[src/rtl/irq_agg_pkg.sv]
package irq_agg_pkg;

    // Register selection; the numeric values are the word addresses.
    typedef enum logic [1:0] {
        SEL_PENDING  = 2'd0,
        SEL_ON       = 2'd1,
        SEL_OFF      = 2'd2,
        SEL_MASKVIEW = 2'd3
    } reg_sel_e;

    localparam int SEL_BITS = 2;

endpackage

[src/rtl/irq_reg_decode.sv]
module irq_reg_decode
    import irq_agg_pkg::*;
#(
    parameter int ADDR_W = 4
) (
    input  logic [ADDR_W-1:0] addr,
    input  logic              wr,
    input  logic              rd,
    output logic              wr_on,
    output logic              wr_off,
    output logic              rd_pending,
    output logic              rd_maskview
);

    localparam int HI_W = ADDR_W - SEL_BITS;

    reg_sel_e sel;
    logic     hit;

    assign sel = reg_sel_e'(addr[SEL_BITS-1:0]);
    assign hit = (addr[ADDR_W-1:SEL_BITS] == HI_W'(0));

    always_comb begin
        wr_on       = 1'b0;
        wr_off      = 1'b0;
        rd_pending  = 1'b0;
        rd_maskview = 1'b0;
        unique case (sel)
            SEL_PENDING:  rd_pending  = rd && hit;
            SEL_ON:       wr_on       = wr && hit;
            SEL_OFF:      wr_off      = wr && hit;
            SEL_MASKVIEW: rd_maskview = rd && hit;
            default: ;
        endcase
    end

endmodule

[src/rtl/irq_enable_ctrl.sv]
module irq_enable_ctrl #(
    parameter int NUM_SRC = 14
) (
    input  logic               clk,
    input  logic               rst_n,
    input  logic [NUM_SRC-1:0] set_vec,
    input  logic [NUM_SRC-1:0] clr_vec,
    output logic [NUM_SRC-1:0] enable_q
);

    // Each bit is an independent set/clear flop; clear takes priority.
    for (genvar i = 0; i < NUM_SRC; i++) begin : g_en
        always_ff @(posedge clk or negedge rst_n) begin
            if (!rst_n) begin
                enable_q[i] <= 1'b0;
            end else if (clr_vec[i]) begin
                enable_q[i] <= 1'b0;
            end else if (set_vec[i]) begin
                enable_q[i] <= 1'b1;
            end
        end
    end

endmodule

[src/rtl/irq_status_latch.sv]
module irq_status_latch #(
    parameter int NUM_SRC = 14
) (
    input  logic               clk,
    input  logic               rst_n,
    input  logic [NUM_SRC-1:0] src_pulse,
    input  logic               rd_clear,
    output logic [NUM_SRC-1:0] status_q
);

    logic [NUM_SRC-1:0] kept;

    // Clear first, then merge new events, so a same-cycle event survives.
    assign kept = rd_clear ? '0 : status_q;

    always_ff @(posedge clk or negedge rst_n) begin
        if (!rst_n) begin
            status_q <= '0;
        end else begin
            status_q <= kept | src_pulse;
        end
    end

endmodule

[src/rtl/irq_aggregator.sv]
module irq_aggregator
    import irq_agg_pkg::*;
#(
    parameter int NUM_SRC = 14,
    parameter int ADDR_W  = 4,
    parameter int DATA_W  = 32
) (
    input  logic               clk,
    input  logic               rst_n,
    input  logic [NUM_SRC-1:0] src_pulse,
    input  logic [ADDR_W-1:0]  bus_addr,
    input  logic               bus_wr,
    input  logic [DATA_W-1:0]  bus_wdata,
    input  logic               bus_rd,
    output logic [DATA_W-1:0]  bus_rdata,
    output logic               irq_out
);

    localparam int PAD_W = DATA_W - NUM_SRC;

    logic               wr_on;
    logic               wr_off;
    logic               rd_pending;
    logic               rd_maskview;
    logic [NUM_SRC-1:0] status_q;
    logic [NUM_SRC-1:0] enable_q;
    logic [NUM_SRC-1:0] set_vec;
    logic [NUM_SRC-1:0] clr_vec;
    logic [NUM_SRC-1:0] rd_word;

    irq_reg_decode #(.ADDR_W(ADDR_W)) u_dec (
        .addr        (bus_addr),
        .wr          (bus_wr),
        .rd          (bus_rd),
        .wr_on       (wr_on),
        .wr_off      (wr_off),
        .rd_pending  (rd_pending),
        .rd_maskview (rd_maskview)
    );

    assign set_vec = wr_on  ? bus_wdata[NUM_SRC-1:0] : '0;
    assign clr_vec = wr_off ? bus_wdata[NUM_SRC-1:0] : '0;

    irq_enable_ctrl #(.NUM_SRC(NUM_SRC)) u_en (
        .clk      (clk),
        .rst_n    (rst_n),
        .set_vec  (set_vec),
        .clr_vec  (clr_vec),
        .enable_q (enable_q)
    );

    irq_status_latch #(.NUM_SRC(NUM_SRC)) u_st (
        .clk       (clk),
        .rst_n     (rst_n),
        .src_pulse (src_pulse),
        .rd_clear  (rd_pending),
        .status_q  (status_q)
    );

    always_comb begin
        rd_word = '0;
        if (rd_pending) begin
            rd_word = status_q;
        end else if (rd_maskview) begin
            rd_word = ~enable_q;
        end
    end

    always_ff @(posedge clk or negedge rst_n) begin
        if (!rst_n) begin
            bus_rdata <= '0;
        end else begin
            bus_rdata <= {{PAD_W{1'b0}}, rd_word};
        end
    end

    assign irq_out = |(status_q & enable_q);

endmodule

[config.mk]
export PLATFORM = sky130hd
export DESIGN_NAME = irq_aggregator
export DESIGN_NICKNAME = d
export VERILOG_FILES = /design/src/rtl/irq_agg_pkg.sv /design/src/rtl/irq_reg_decode.sv /design/src/rtl/irq_enable_ctrl.sv /design/src/rtl/irq_status_latch.sv /design/src/rtl/irq_aggregator.sv
export SDC_FILE = /design/constraint.sdc
export NUM_CORES = 1
export LEC_CHECK = 0
export ABC_AREA = 1
export CORE_UTILIZATION = 52
export DETAILED_ROUTE_END_ITERATION = 8
export DONT_BUFFER_PORTS = 1
export GPL_TIMING_DRIVEN = 1
export PLACE_DENSITY = 0.65
export SLEW_MARGIN = 20
export SYNTH_ARGS = -nofsm -noshare
export SYNTH_HDL_FRONTEND = slang
export SYNTH_SLANG_ARGS = --single-unit
[constraint.sdc]
create_clock -name clk -period 2.3 [get_ports clk]
set_input_delay 0.69 -clock clk [delete_from_list [all_inputs] [get_ports clk]]
set_output_delay 0.69 -clock clk [all_outputs]
set_load 0.1 [all_outputs]
==> impl_metrics.tcl <==
set metrics [dict create \
    grt_pass1_vias 1362 \
    stdcell_area_mm2 0.00228 \
    finish.net_count 324 \
    maxSlewHeadroom 0.667 \
    ys_warn_count 0 \
    postSynthCellCount 259 \
    dr_total_vias 1542 \
    synth_area_mm2 0.00218 \
    status "completed" \
    finalSetupViolCount 0 \
    cts-resized-gates 0 \
    tns_ps 0 \
    fin_worst_skew_ps 2.70 \
    numPlacedInstances 313 \
    start_kind "register" \
    post_dp_cell_area_mm2 0.00218 \
    fin_cells 321 \
    p_per_area_mw_per_mm2 754 \
    tritoncts "done" \
    clk_latency_ps 290 \
    die_h_um 66.7 \
    period_needed_ps 2010 \
    place_ws_ps 373 \
    switchingPower_uw 590 \
    vdd_drop_max_uv 403 \
    intPower_uw 1130 \
    wirelength_um 3680 \
    cts.sinks 42 \
    postCtsHoldBufs 0 \
    hold_path_class "primary input to async pin" \
    rows 23 \
    path_clk_slew_ps 80 \
    layout_commonest_cell "nand2_1" \
    post-dp-hpwl_um 2540 \
    fill_cells 376 \
    final_cell_mix "89 x nand2_1, 42 x inv_1, 42 x dfrtp_1" \
    end_kind "primary output" \
    dieWidth_um 66.7 \
    p_comb_frac 0.214 \
    crit_type "register to primary output" \
    syn-mean-instance-area_um2 8.40 \
    drtAntennaViolNets 0 \
    antennaDiodeCount 0 \
    swShare 0.343 \
    fmax_mhz 498 \
    design.core.area_mm2 0.00400 \
    gp_congestion 0.772 \
    grt_start_max_net_pins 43 \
    ys_ff_latch 42 \
    hold_slack_ps 84.1 \
    yosysSeqAreaShare 0.483 \
    arrival_ps 1320 \
    die_area_mm2 0.00445 \
    routedWlPerCell_um 11.5 \
    maxCapViolations 0 \
    drcViolationCount 0 \
    start_util 0.544 \
    vias_per_cell 4.80 \
    grt-ovfl-total 0 \
    worst_pin_slew_ps 499 \
    fin_crit_sh 0.873 \
    antenna_found_initial 0 \
    cp.required_ps 1610 \
    clockBufferDepth 2 \
    area_delta_synth_final_pct 4.66 \
    drt_pre_antenna_iters 4 \
    grt_pass1_wl_um 6220 \
    numCtsBuffers 5 \
    hold_violations 0 \
    grt.total_usage 0.194 \
    layout-drive-gt1-share 0.155 \
    rsz0062_at_grt "no" \
    pwr-share-clk 0.284 \
    postCtsSetupBuffers 0 \
    setup_ws_ps 293 \
    p_seq_frac 0.502 \
    ioPinCount 87 \
    maxSlewViolCount 0 \
    synth_cell_types 16 \
    drt-initial-drc-count 71 \
    path_max_fanout 3 \
    leakage_uw 0.00133 \
    htreeDepth 2 \
    cts_root_buffer "clkbuf_8" \
    io_buffer_count 0 \
]
through the flow:
step / power (uW) / util
after CTS: 1730 / 0.569
after global routing: 1810 / 0.569
after global placement: 1240 / 0.546
after floorplan: 1230 / -
after detailed placement: 1250 / 0.546
final: 1720 / 0.569
path summary, 6_finish.rpt:
check	start	to	slack (ps)	cells after the start
min	rst_n	u_st.status_q[9]	80	0
min in group clk	src_pulse[8]	u_st.status_q[8]	490	2
min reg2reg	u_st.status_q[7]	u_st.status_q[7]	500	2
max in group asynchronous	rst_n	u_en.enable_q[2]	2140	0
max	u_en.enable_q[3]	irq_out	290	5
max reg2reg	u_en.enable_q[1]	bus_rdata[1]	1620	3
Yosys cell counts:
cell type | count | share of area
nand2_1 | 89 | 0.15
dfrtp_1 | 42 | 0.48
inv_1 | 42 | 0.072
nand4_1 | 28 | 0.081
buf_4 | 18 | 0.062
o21ai_2 | 10 | 0.040
buf_6 | 8 | 0.041
nor2_4 | 4 | 0.021
o21ai_0 | 4 | 0.0092
buf_2 | 3 | 0.0069
nand3_1 | 3 | 0.0069
nor2_1 | 3 | 0.0052
inv_2 | 2 | 0.0035
conb_1 | 1 | 0.0017
nand2_2 | 1 | 0.0029
nand4_4 | 1 | 0.0098
kinds of logic after synthesis:
kind of cell	after synthesis	synth area share
buffers and inverters	73	0.186
other	1	0.00172
flip-flops	42	0.483
AND/OR/NAND/NOR	129	0.279
AO/OA/AOI/OAI	14	0.0495
power by group through the flow:
stage | sequential [uW] | clock (uW) | combinational [uW]
5_1_grt | 872 | 533 | 407
6_report | 861 | 488 | 368
2_1_floorplan | 918 | 0 | 314
4_1_cts | 861 | 501 | 370
3_5_place_dp | 875 | 0 | 370
3_3_place_gp | 874 | 0 | 365
critical path, cell delays in order, from the launching register on:
cell and delay, ps:
dfrtp_1 400, nand2_1 90, nand2_1 50, nor2_1 130, nand3_1 110, buf_4 240
final cells by class:
| cell class | instances | area [um2] | share of cell area |
|---|---|---|---|
| clock buffer | 6 | 82.6 | 0.0363 |
| tap | 50 | 62.6 | 0.0275 |
| multi-input combinational | 161 | 783 | 0.344 |
| clock inverter | 2 | 12.5 | 0.00549 |
| inverter | 44 | 165 | 0.0725 |
| timing repair buffer | 16 | 120 | 0.0527 |
| sequential | 42 | 1050 | 0.462 |
metal layers:
metal / wire length [um] / part of all wire / vias to the layer above / global-route usage
met4: 53 / 0.014 / 0 / 0.0638
li1: - / - / 789 / -
met1: 1560 / 0.42 / 681 / 0.234
met5: 0 / 0 / - / 0
met2: 1760 / 0.48 / 67 / 0.317
met3: 310 / 0.084 / 5 / 0.0719
registers in the layout (all words and copies together), names as in the netlist:
signal / flops
bus_rdata: 14
u_en.enable_q: 14
u_st.status_q: 14
Note: power is estimated with default switching activity, not from simulation.
